==> config.mk <==
export PLATFORM = sky130hd
export DESIGN_NAME = sru_unit
export DESIGN_NICKNAME = d
export VERILOG_FILES = /design/src/rtl/sru_pkg.sv /design/src/rtl/sru_shift.sv /design/src/rtl/sru_bitop.sv /design/src/rtl/sru_unit.sv
export SDC_FILE = /design/constraint.sdc
export NUM_CORES = 1
export LEC_CHECK = 0
export ABC_AREA = 1
export BUFFER_PORTS_ARGS = -buffer_cell sky130_fd_sc_hd__buf_4
export CORE_MARGIN = 2
export CORE_UTILIZATION = 46
export DETAILED_ROUTE_END_ITERATION = 8
export PLACE_DENSITY_LB_ADDON = 0.2
export SETUP_SLACK_MARGIN = 0.1
export SLEW_MARGIN = 20
export SYNTH_ARGS = -nofsm -noshare
export SYNTH_HDL_FRONTEND = slang
export SYNTH_SLANG_ARGS = --single-unit
==> constraint.sdc <==
create_clock -name vclk -period 1
set_input_delay 0.1 -clock vclk [all_inputs]
set_output_delay 0.1 -clock vclk [all_outputs]
set_load 0.05 [all_outputs]
==> src/rtl/sru_pkg.sv <==
package sru_pkg;

    localparam int unsigned DATA_W = 8;
    localparam int unsigned IDX_W  = $clog2(DATA_W);

    typedef enum logic [1:0] {
        CLS_SHIFT = 2'd0,
        CLS_TEST  = 2'd1,
        CLS_CLEAR = 2'd2,
        CLS_SET   = 2'd3
    } sru_class_e;

    typedef enum logic [2:0] {
        SH_ROL_C  = 3'd0,
        SH_ROR_C  = 3'd1,
        SH_ROL_TC = 3'd2,
        SH_ROR_TC = 3'd3,
        SH_ASL    = 3'd4,
        SH_ASR    = 3'd5,
        SH_NIBX   = 3'd6,
        SH_LSR    = 3'd7
    } sru_shift_e;

    typedef struct packed {
        logic z;
        logic n;
        logic h;
        logic c;
    } sru_flags_t;

endpackage

==> src/rtl/sru_shift.sv <==
module sru_shift
    import sru_pkg::*;
#(
    parameter int unsigned WIDTH = DATA_W
) (
    input  logic [WIDTH-1:0] operand,
    input  logic [2:0]       sel,
    input  logic             acc_mode,
    input  logic             carry_in,
    output logic [WIDTH-1:0] result,
    output sru_flags_t       flags
);
    localparam int unsigned HALF = WIDTH / 2;
    localparam int unsigned MSB  = WIDTH - 1;

    typedef struct packed {
        logic [WIDTH-1:0] val;
        logic             cout;
    } shift_out_t;

    shift_out_t sh_d;
    logic       rot_form;

    always_comb begin
        sh_d = '{val: operand, cout: 1'b0};
        unique case (sru_shift_e'(sel))
            SH_ROL_C:  sh_d = '{val: {operand[MSB-1:0], operand[MSB]}, cout: operand[MSB]};
            SH_ROR_C:  sh_d = '{val: {operand[0], operand[MSB:1]},     cout: operand[0]};
            SH_ROL_TC: sh_d = '{val: {operand[MSB-1:0], carry_in},     cout: operand[MSB]};
            SH_ROR_TC: sh_d = '{val: {carry_in, operand[MSB:1]},       cout: operand[0]};
            SH_ASL:    sh_d = '{val: {operand[MSB-1:0], 1'b0},         cout: operand[MSB]};
            SH_ASR:    sh_d = '{val: {operand[MSB], operand[MSB:1]},   cout: operand[0]};
            SH_NIBX:   sh_d = '{val: {operand[HALF-1:0], operand[MSB:HALF]}, cout: 1'b0};
            SH_LSR:    sh_d = '{val: {1'b0, operand[MSB:1]},           cout: operand[0]};
            default:   sh_d = '{val: operand, cout: 1'b0};
        endcase
    end

    // Accumulator form only touches the four rotates.
    assign rot_form = acc_mode && (sel[2] == 1'b0);

    always_comb begin
        result  = sh_d.val;
        flags.z = (sh_d.val == '0) && !rot_form;
        flags.n = 1'b0;
        flags.h = 1'b0;
        flags.c = sh_d.cout;
    end


    always_comb begin
        if (sel == SH_NIBX) begin
            nibx_carry_chk: assert (!flags.c && $countones(result) == $countones(operand))
                else $error("nibble exchange changed bit count or left carry set");
        end
    end

endmodule

==> src/rtl/sru_bitop.sv <==
module sru_bitop
    import sru_pkg::*;
#(
    parameter int unsigned WIDTH = DATA_W,
    localparam int unsigned IW   = $clog2(WIDTH)
) (
    input  logic [WIDTH-1:0] operand,
    input  logic [IW-1:0]    idx,
    input  sru_class_e       op_class,
    input  sru_flags_t       flags_in,
    output logic [WIDTH-1:0] result,
    output sru_flags_t       flags
);
    logic [WIDTH-1:0] mask;

    for (genvar g = 0; g < WIDTH; g++) begin : g_mask
        assign mask[g] = (idx == IW'(g));
    end

    always_comb begin
        result = operand;
        flags  = flags_in;
        unique case (op_class)
            CLS_TEST: begin
                flags.z = ((operand & mask) == '0);
                flags.n = 1'b0;
                flags.h = 1'b1;
            end
            CLS_CLEAR: result = operand & ~mask;
            CLS_SET:   result = operand | mask;
            default:   result = operand;
        endcase
    end


    always_comb begin
        if (op_class == CLS_CLEAR || op_class == CLS_SET) begin
            single_bit_edit_chk: assert ($countones(result ^ operand) <= 1)
                else $error("bit edit changed more than one bit");
        end
    end

endmodule

==> src/rtl/sru_unit.sv <==
module sru_unit
    import sru_pkg::*;
#(
    parameter int unsigned WIDTH = DATA_W,
    localparam int unsigned IW   = $clog2(WIDTH)
) (
    input  logic [1:0]       op_class,
    input  logic [2:0]       sel,
    input  logic             acc_mode,
    input  logic [WIDTH-1:0] operand,
    input  logic [3:0]       flags_in,
    output logic [WIDTH-1:0] result,
    output logic             wr_en,
    output logic [3:0]       flags_out
);
    typedef struct packed {
        logic [WIDTH-1:0] result;
        logic             wr_en;
        sru_flags_t       flags;
    } unit_out_t;

    sru_flags_t       fin;
    logic [WIDTH-1:0] shift_res;
    sru_flags_t       shift_flg;
    logic [WIDTH-1:0] bit_res;
    sru_flags_t       bit_flg;
    unit_out_t        out_d;

    assign fin = sru_flags_t'(flags_in);

    sru_shift #(.WIDTH(WIDTH)) u_shift (
        .operand  (operand),
        .sel      (sel),
        .acc_mode (acc_mode),
        .carry_in (fin.c),
        .result   (shift_res),
        .flags    (shift_flg)
    );

    sru_bitop #(.WIDTH(WIDTH)) u_bitop (
        .operand  (operand),
        .idx      (sel[IW-1:0]),
        .op_class (sru_class_e'(op_class)),
        .flags_in (fin),
        .result   (bit_res),
        .flags    (bit_flg)
    );

    always_comb begin
        if (sru_class_e'(op_class) == CLS_SHIFT) begin
            out_d = '{result: shift_res, wr_en: 1'b1, flags: shift_flg};
        end else begin
            out_d = '{result: bit_res,
                      wr_en:  (sru_class_e'(op_class) != CLS_TEST),
                      flags:  bit_flg};
        end
    end

    assign result    = out_d.result;
    assign wr_en     = out_d.wr_en;
    assign flags_out = out_d.flags;

    always_comb begin

        if (op_class == 2'd0) begin
            shift_nh_clear_chk: assert (flags_out[2:1] == 2'b00)
                else $error("shift left N or H set");
        end

        if (op_class == 2'd0 && acc_mode && !sel[2]) begin
            acc_rot_zero_chk: assert (!flags_out[3])
                else $error("accumulator rotate set Z");
        end

        if (op_class == 2'd1) begin
            test_no_write_chk: assert (!wr_en && result == operand && flags_out[0] == flags_in[0])
                else $error("bit test altered operand, carry or wrote back");
        end

        if (op_class[1]) begin
            edit_flags_keep_chk: assert (flags_out == flags_in && wr_en)
                else $error("bit edit changed flags or dropped write-back");
        end
    end

endmodule

==> run_results.csv, run 1 <==
group,metric,value,unit
synthesis,yosysMostFrequentCell,"nand2_1",
synthesis,synthCells,146,
synthesis,synth_seq_area_share,0,
place,place_hpwl,3.32,mm
run_status,status,"stopped before the end",
synthesis,synth_warnings,0,
synthesis,netlist_top_cells_count,"nand2_1 (36), nor2_1 (24), inv_1 (19)",
die,initial_core_util,0.512,
synthesis,synth_cell_types,24,
synthesis,syn_area_per_cell,4.73,µm²
synthesis,synth_top_area_share,0.196,
die,die_y,42.8,µm
die,rows,13,
place,gp_congestion,1.08,
synthesis,synth_area_leader_cell,"nand2_1",
place,place.port_buffers,31,
synthesis,synth_area_leaders,"nand2_1 (20%), nor2_1 (13%), nand4_1 (11%)",
synthesis,synth_fp_nets,164,
die,dieWidth,42.8,µm
run_status,lastStage,"detailed placement (3_5_place_dp)",
die,io_pins,31,
run_status,toolErrorMsg,"[ERROR DPL-0033] detailed placement checks failed during check placement.",
synthesis,synth_area,691,µm²
## cells by family after synthesis
group                  count (synthesis)  synth area share
buffers and inverters                 31             0.194
AND/OR/NAND/NOR                       88             0.576
AO/OA/AOI/OAI                         27             0.230
## metrics by stage
stage          area (µm²)  hold slack [ps]  TNS [ps]  std cells  setup slack, ps
2_1_floorplan         890              342      -451        146             -147
3_3_place_gp         1310              590     -2600        217             -353
==> inputs of run 2 (changes only) <==
--- a/config.mk
+++ b/config.mk
@@ -7,11 +7,10 @@
 export LEC_CHECK = 0
 export ABC_AREA = 1
 export BUFFER_PORTS_ARGS = -buffer_cell sky130_fd_sc_hd__buf_4
-export CORE_MARGIN = 2
-export CORE_UTILIZATION = 46
+export CORE_AREA = 2 2 63 65
 export DETAILED_ROUTE_END_ITERATION = 8
-export PLACE_DENSITY_LB_ADDON = 0.2
-export SETUP_SLACK_MARGIN = 0.1
+export DIE_AREA = 0 0 65 67
+export PLACE_DENSITY_LB_ADDON = 0.15
 export SLEW_MARGIN = 20
 export SYNTH_ARGS = -nofsm -noshare
 export SYNTH_HDL_FRONTEND = slang
==> constraint.sdc (replaced) <==
create_clock -name vclk -period 1.3
set_input_delay 0.13 -clock vclk [all_inputs]
set_output_delay 0.13 -clock vclk [all_outputs]
set_load 0.05 [all_outputs]
==> run 2 against run 1 <==
Effect of this change: the flow now finishes, with violations (negative setup slack); area after synthesis unchanged; synthesized cell count did not move.
==> run_results.csv, run 2 <==
group,metric,value,unit
detailed_routing,drtIter0Drc,34,
final_layout,n_antenna_cell,0,
place,placed_cells,240,
job,maxCapViolCount,0,
synthesis,synth_seq_area_share,0,
detailed_routing,ant_nets,0,
sta,final.min_clock_period,1320,ps
sta,drv_slew,0,
synthesis,synth_cell_types,24,
sta,slew_headroom,0.835,
global_route,grt_pass1_wl,5.17,mm
synthesis,synth_fp_nets,164,
final_layout,nets,221,
power_and_ir_drop,p_total,0.643,mW
worst_hold_path,worst_hold_path_type,"in -> out",
die,io_pins,31,
sta,setup_violations,1,
sta,grt_setup_unrepaired,"true",
synthesis,netlist_top_cells_count,"nand2_1 (36), nor2_1 (24), inv_1 (19)",
die,dieArea,0.00436,mm²
sta,hold_viol,0,
synthesis,syn_area_per_cell,4.73,µm²
final_layout,nFlopsAndLatches,0,
sta,setup_ws,-16.1,ps
synthesis,synth_area_leader_cell,"nand2_1",
synthesis,synth_area_leaders,"nand2_1 (20%), nor2_1 (13%), nand4_1 (11%)",
final_layout,seq_area,0,µm²
global_route,grtUsageTotal,0.147,
synthesis,synthCells,146,
die,initial_core_util,0.192,
sta,final.period_utilization,1.01,
global_route,overflow,0,
setup_path,worstSetupEndpointType,"output port",
power_and_ir_drop,vdd_drop_max,0.000164,V
die,die_y,67,µm
synthesis,synth_warnings,0,
final_layout,num-fill-cells,392,
sta,max_freq,760,MHz
synthesis,synth_top_area_share,0.196,
global_route,grt_max_degree,11,
synthesis,synth_area,691,µm²
final_layout,fin_util,0.403,
global_route,grt_pass1_vias,1134,
detailed_routing,drt_wl_total,3.16,mm
run_status,status,"finished with violations",
detailed_routing,vias_per_cell,4.55,
detailed_routing,vias,1134,
detailed_routing,post_drt_wl_per_cell,12.7,µm
place,gp_congestion,0.864,
power_and_ir_drop,p_leak,0.745,nW
setup_path,cp.arrival,1190,ps
die,core_area,0.00361,mm²
sta,worst_slew_pin_slew,247,ps
final_layout,layout_common_cells,"buf_4 (47), nand2_1 (33), inv_1 (18), nor2_1 (14), nand4_1 (12)",
sta,finalSetupTns,-16.1,ps
detailed_routing,drc_errors,0,
setup_path,critPathMaxFanout,10,
die,dieWidth,65,µm
setup_path,critical_path_required,1170,ps
run_status,violations,"negative setup slack",
final_layout,n_clock_buffer,0,
sta,timing.hold.ws,619,ps
power_and_ir_drop,cellPowerDensity,443,mW/mm²
global_route,antenna_found_initial,0,
final_layout,fin_cells,249,
final_layout,area_growth_syn_to_layout,110,%
detailed_routing,firstDrtPassIters,4,
die,rows,22,
setup_path,start_kind,"input pin",
final_layout,layout_commonest_cell,"buf_4",
setup_path,criticalPathCategory,"in -> out",
final_layout,drive_gt1_frac,0.502,
place,place.port_buffers,31,
synthesis,yosysMostFrequentCell,"nand2_1",
place,place_hpwl,2.34,mm
[run 2: final timing paths]
kind	startpoint	to	slack (ps)	depth (start not counted)
setup / recovery	sel[0]	flags_out[3]	-20	10
hold / removal	flags_in[1]	flags_out[1]	620	4
[run 2: cells by family (layout without fill, tap and decap cells)]
logic type | count (synthesis) | after routing | synth area share
simple gates | 88 | 88 | 0.576
compound gates | 27 | 27 | 0.230
buf+inv | 31 | 86 | 0.194
[run 2: final cells by class]
cell class	instances	area (µm²)	share of cell area
multi-input cells	115	707	0.487
repair buffers	62	591	0.407
inverters	24	95.1	0.0655
well taps	48	60.1	0.0413
[run 2: where the power goes]
part / switching, mW / leakage, nW / total, mW / internal, mW
clock: 0 / 0 / 0 / 0
sequential: 0 / 0 / 0 / 0
combinational: 0.368 / 0.745 / 0.643 / 0.275
total: 0.368 / 0.745 / 0.643 / 0.275
[run 2: timing repair]
action                     4_1_cts  5_1_grt
hold buffers                     0        0
setup endpoints to repair        7       10
pin swaps                        7       18
buffers inserted                 2        5
gates resized for setup         15       33
gates cloned                     1        1
[run 2: metrics by stage]
step	cell area [µm²]	worst slack (ps)
final	1450	-16.1
after detailed placement	1170	-118
after CTS	1270	-32.1
after global placement	1170	-118
after floorplan	739	-255
after global routing	1450	-87.2
[run 2: per-layer routing]
layer | track usage | up-vias | wire length, µm
met4 | 0 | 0 | 0
met2 | 0.271 | 31 | 1600
met1 | 0.199 | 508 | 1430
li1 | - | 595 | -
met3 | 0.00676 | 0 | 130
met5 | 0 | - | 0
[run 2: critical path: stages]
cell     delay [ps]
buf_12          130
buf_12          140
nand3_4          90
nor2_2           50
nor2_2          130
nand3_2         110
nor2_2          110
nand3_2          80
nand2_2          70
buf_8           140
No activity file was read; power rests on OpenSTA's default activity.
==> inputs of run 3 (changes only) <==
--- a/config.mk
+++ b/config.mk
@@ -5,8 +5,9 @@
 export SDC_FILE = /design/constraint.sdc
 export NUM_CORES = 1
 export LEC_CHECK = 0
-export ABC_AREA = 1
+export ABC_AREA = 0
 export BUFFER_PORTS_ARGS = -buffer_cell sky130_fd_sc_hd__buf_4
+export CAP_MARGIN = 20
 export CORE_AREA = 2 2 63 65
 export DETAILED_ROUTE_END_ITERATION = 8
 export DIE_AREA = 0 0 65 67
==> run 3 against run 2 <==
Effect of this change: the flow still finishes with violations (negative setup slack); first-iteration DRC count fell by 2.9%; synthesized cell count fell by 26%; critical path depth fell by 2; non-clock buffer count rose by 24; worst setup slack got worse by 220 ps; die area did not move; sequential share of layout area did not move; critical path type unchanged; largest power group unchanged; highest routed layer is now met4.
==> run_results.csv, run 3 <==
group,metric,value,unit
sta,max_freq,653,MHz
setup_path,criticalPathCategory,"in -> out",
synthesis,synth_seq_area_share,0,
global_route,grt_max_degree,10,
die,io_pins,31,
global_route,grtUsageTotal,0.161,
worst_hold_path,worst_hold_path_type,"in -> out",
final_layout,layout_common_cells,"buf_4 (61), buf_6 (20), nand2_1 (12), mux2i_1 (5)",
power_and_ir_drop,cellPowerDensity,444,mW/mm²
synthesis,synth_fp_nets,126,
final_layout,n_clock_buffer,0,
power_and_ir_drop,vdd_drop_max,0.000190,V
detailed_routing,post_drt_wl_per_cell,14.9,µm
synthesis,synth_warnings,0,
detailed_routing,drtIter0Drc,33,
final_layout,nFlopsAndLatches,0,
synthesis,netlist_top_cells_count,"nand2_1 (16), mux2i_1 (7), o21ai_1 (6)",
synthesis,syn_area_per_cell,6.81,µm²
die,dieWidth,65,µm
sta,worst_slew_pin_slew,265,ps
sta,finalSetupTns,-971,ps
global_route,grt_pass1_vias,1190,
setup_path,start_kind,"input pin",
run_status,status,"finished with violations",
die,dieArea,0.00436,mm²
run_status,violations,"negative setup slack",
place,place.port_buffers,31,
power_and_ir_drop,switching_power,0.383,mW
global_route,grt_pass1_wl,5.59,mm
place,place_hpwl,2.47,mm
die,core_area,0.00361,mm²
global_route,overflow,0,
synthesis,yosysMostFrequentCell,"nand2_1",
final_layout,drive_gt1_frac,0.661,
sta,hold_viol,0,
setup_path,worstSetupEndpointType,"output port",
sta,final.period_utilization,1.18,
sta,slew_headroom,0.822,
detailed_routing,drc_errors,0,
die,rows,22,
global_route,antenna_found_initial,0,
power_and_ir_drop,clkPwrFrac,0,
final_layout,area_growth_syn_to_layout,131,%
cts,cts_hold_buf,0,
power_and_ir_drop,internal-power,0.371,mW
power_and_ir_drop,seqPwrFrac,0,
detailed_routing,firstDrtPassIters,4,
place,gp_congestion,0.840,
die,die_y,67,µm
detailed_routing,drt_wl_total,3.45,mm
sta,final.min_clock_period,1530,ps
job,maxCapViolCount,0,
sta,grt_setup_unrepaired,"true",
final_layout,n_antenna_cell,0,
die,initial_core_util,0.204,
synthesis,synth_area_leader_cell,"mux2i_1",
synthesis,synth_area,736,µm²
setup_path,critical_path_required,1170,ps
synthesis,synth_top_area_share,0.0952,
place,place_ws,-329,ps
synthesis,synth_cell_types,47,
detailed_routing,vias_per_cell,5.02,
power_and_ir_drop,power.share.combinational,1.000,
final_layout,seq_area,0,µm²
power_and_ir_drop,p_leak,0.796,nW
sta,setup_ws,-232,ps
sta,setup_violations,9,
setup_path,critPathMaxFanout,6,
detailed_routing,vias,1160,
setup_path,cp.arrival,1400,ps
final_layout,nets,203,
synthesis,synthCells,108,
power_and_ir_drop,swShare,0.508,
synthesis,synth_area_leaders,"mux2i_1 (9.5%), nand2_1 (8.2%), buf_6 (6.1%)",
final_layout,layout_commonest_cell,"buf_4",
detailed_routing,ant_nets,0,
sta,drv_slew,0,
run 3: cell count changes in the layout (fill, tap and decap cells not counted), moves of 4 or more:
cell,previous run,this run
nand2_1,33,12
nand4_1,12,2
buf_6,8,20
buf_4,47,61
mux2i_1,0,5
o22ai_2,4,0
nand3_2,5,1
a21oi_1,8,2
nor2_1,14,4
inv_1,18,3
nor2_2,10,0
run 3: metal layers:
metal | track usage | share of wire | vias to the layer above
met5 | 0 | 0 | -
met1 | 0.193 | 0.41 | 556
met3 | 0.0135 | 0.059 | 2
met2 | 0.320 | 0.52 | 40
li1 | - | - | 562
met4 | 0.0133 | 0.0061 | 0
run 3: kinds of logic (layout without fill, tap and decap cells):
| family | count (synthesis) | count (layout) | synth area share |
|---|---|---|---|
| and+or+nand+nor | 42 | 42 | 0.298 |
| AOI/OAI and AO/OA | 41 | 41 | 0.422 |
| buffers and inverters | 15 | 90 | 0.129 |
| muxes | 10 | 10 | 0.151 |
run 3: timing repair:
action	in CTS	in global routing
resized for setup	53	4
hold endpoints to repair	0	0
gates cloned	2	0
endpoints found under the setup margin	10	10
buffers inserted	8	3
pin swaps	20	10
run 3: path summary, 6_finish.rpt:
| check | start | to | slack, ps | cells after the start |
|---|---|---|---|---|
| setup / recovery | sel[0] | flags_out[3] | -230 | 8 |
| hold / removal | flags_in[1] | flags_out[1] | 620 | 4 |
run 3: cell type report:
cell class / count / area, µm²
inverter: 4 / 15.0
multi-input combinational: 93 / 825
timing repair buffer: 86 / 798
tap: 48 / 60.1
fill: 365 / 1910
run 3: power by group through the flow:
| stage | clock [mW] | sequential, mW | combinational, mW |
|---|---|---|---|
| 3_3_place_gp | 0 | 0 | 0.612 |
| 4_1_cts | 0 | 0 | 0.743 |
| 3_5_place_dp | 0 | 0 | 0.613 |
| 6_report | 0 | 0 | 0.754 |
| 5_1_grt | 0 | 0 | 0.796 |
| 2_1_floorplan | 0 | 0 | 0.378 |
run 3: worst max-delay path, stage by stage:
cell	delay, ps
buf_12	90
buf_4	140
nor2b_4	50
a221o_1	330
a21oi_2	120
nand4_1	160
o211ai_4	200
buf_6	180
run 3: metrics by stage:
| step | hold WS (ps) | utilization | total power [mW] | cells | area (µm²) |
|---|---|---|---|---|---|
| 4_1_cts | 629 | 0.466 | 0.743 | 230 | 1680 |
| 3_3_place_gp | 615 | 0.375 | 0.612 | 220 | 1350 |
| 6_report | 622 | 0.471 | 0.754 | 231 | 1700 |
| 3_5_place_dp | 626 | 0.375 | 0.613 | 220 | 1350 |
| 2_1_floorplan | 480 | - | 0.378 | 108 | 832 |
| 5_1_grt | 657 | 0.471 | 0.796 | 231 | 1700 |
==> inputs of run 4 (changes only) <==
--- a/config.mk
+++ b/config.mk
@@ -11,7 +11,6 @@
 export CORE_AREA = 2 2 63 65
 export DETAILED_ROUTE_END_ITERATION = 8
 export DIE_AREA = 0 0 65 67
-export PLACE_DENSITY_LB_ADDON = 0.15
 export SLEW_MARGIN = 20
 export SYNTH_ARGS = -nofsm -noshare
 export SYNTH_HDL_FRONTEND = slang
==> run 4 against run 3 <==
Effect of this change: the run still ends with negative setup slack left; sequential cell count did not move; worst setup slack better by 2.0 ps; non-clock buffer count shrank 5; via count fell by 3.2%; critical path type unchanged; critical endpoint unchanged; largest power group unchanged; highest routed layer unchanged.
==> run_results.csv, run 4 (synthesis results as in run 3) <==
group,metric,value,unit
run_status,status,"finished with violations",
run_status,violations,"negative setup slack",
detailed_routing,post_drt_wl_per_cell,14.4,µm
place,gp_congestion,0.849,
setup_path,path_cells,"buf_12 -> and4b_1 -> a221o_1 -> a21oi_2 -> nand4_1 -> o211ai_4 -> buf_6",
setup_path,start_kind,"input pin",
sta,timing.hold.ws,617,ps
place,place_hpwl,2.23,mm
final_layout,seq_area,0,µm²
final_layout,drive_gt1_frac,0.652,
setup_path,worstSetupEndpointType,"output port",
power_and_ir_drop,p_leak,0.764,nW
detailed_routing,drt_wl_total,3.25,mm
power_and_ir_drop,cellPowerDensity,445,mW/mm²
global_route,grt_pass1_vias,1100,
sta,setup_violations,9,
place,placed_cell_area,0.00133,mm²
place,place.port_buffers,31,
power_and_ir_drop,p_total,0.735,mW
sta,grt_setup_unrepaired,"true",
die,die_y,67,µm
global_route,grtUsageTotal,0.144,
setup_path,cp_slowest_stage_delay,280,ps
sta,slew_headroom,0.832,
global_route,grt_pass1_wl,5.08,mm
final_layout,finalInstanceArea,0.00165,mm²
sta,final.period_utilization,1.18,
die,rows,22,
setup_path,slowest_stage,"a221o_1",
final_layout,n_clock_buffer,0,
worst_hold_path,worst_hold_path_type,"in -> out",
sta,hold_viol,0,
final_layout,nFlopsAndLatches,0,
setup_path,critPathMaxFanout,7,
final_layout,num-fill-cells,345,
sta,worst_slew_pin_slew,245,ps
global_route,overflow,0,
detailed_routing,vias,1123,
die,dieArea,0.00436,mm²
detailed_routing,ant_nets,0,
final_layout,area_growth_syn_to_layout,125,%
setup_path,cp.arrival,1400,ps
die,io_pins,31,
final_layout,layout_common_cells,"buf_4 (57), buf_6 (18), nand2_1 (13), mux2i_1 (5)",
job,maxCapViolCount,0,
place,placed_cells,216,
detailed_routing,firstDrtPassIters,4,
sta,drv_slew,0,
sta,final.min_clock_period,1530,ps
die,core_area,0.00361,mm²
final_layout,fin_cells,226,
final_layout,nets,198,
detailed_routing,drtIter0Drc,28,
final_layout,n_antenna_cell,0,
detailed_routing,drc_errors,0,
power_and_ir_drop,vdd_drop_max,0.000235,V
detailed_routing,vias_per_cell,4.97,
global_route,antenna_found_initial,0,
sta,setup_ws,-230,ps
sta,max_freq,654,MHz
die,initial_core_util,0.204,
die,dieWidth,65,µm
setup_path,criticalPathCategory,"in -> out",
setup_path,critical_path_required,1170,ps
final_layout,layout_commonest_cell,"buf_4",
place,place_ws,-354,ps
global_route,grt_max_degree,16,
run 4: cell count changes in the layout (fill, tap and decap cells not counted), sizes merged:
cell	before	now
clkbuf	0	1
bufbuf	1	0
buf	85	80
run 4: path summary, 6_finish.rpt:
check / from / endpoint / slack [ps] / cells after the start
min: flags_in[1] / flags_out[1] / 620 / 4
max: sel[2] / flags_out[3] / -230 / 7
run 4: critical path: cells and delay by family:
kind                   cells  cell delay (ps)
AO/OA/AOI/OAI              3              620
buffers and inverters      2              300
AND/OR/NAND/NOR            2              340
run 4: power breakdown:
| group | switching, mW | total (mW) | internal (mW) | leakage (nW) |
|---|---|---|---|---|
| combinational | 0.381 | 0.735 | 0.354 | 0.764 |
| sequential | 0 | 0 | 0 | 0 |
| clock | 0 | 0 | 0 | 0 |
run 4: area by class of cell:
| class | instances | area, µm² | share of cell area |
|---|---|---|---|
| inverters | 4 | 15.0 | 0.00908 |
| well taps | 48 | 60.1 | 0.0363 |
| repair buffers | 81 | 751 | 0.454 |
| multi-input cells | 93 | 828 | 0.501 |
run 4: per-layer routing:
layer	up-vias	routed length (µm)	track usage
met2	28	1700	0.260
met1	541	1410	0.186
met3	2	138	0.0186
met5	-	0	0
met4	0	8	0.0160
li1	552	-	-
run 4: timing repair:
action | in CTS | in global routing
gates cloned | 0 | 1
pin swaps | 13 | 13
setup buffers | 7 | 3
hold buffers | 0 | 0
resized for setup | 42 | 15
endpoints found under the setup margin | 10 | 10
hold endpoints to repair | 0 | 0
run 4: metrics by stage:
| step | TNS (ps) | utilization |
|---|---|---|
| finish | -1060 | 0.459 |
| global route | -1540 | 0.459 |
| global placement | -1860 | 0.370 |
| detailed placement | -1940 | 0.370 |
| CTS | -1020 | 0.432 |
| floorplan | -669 | - |
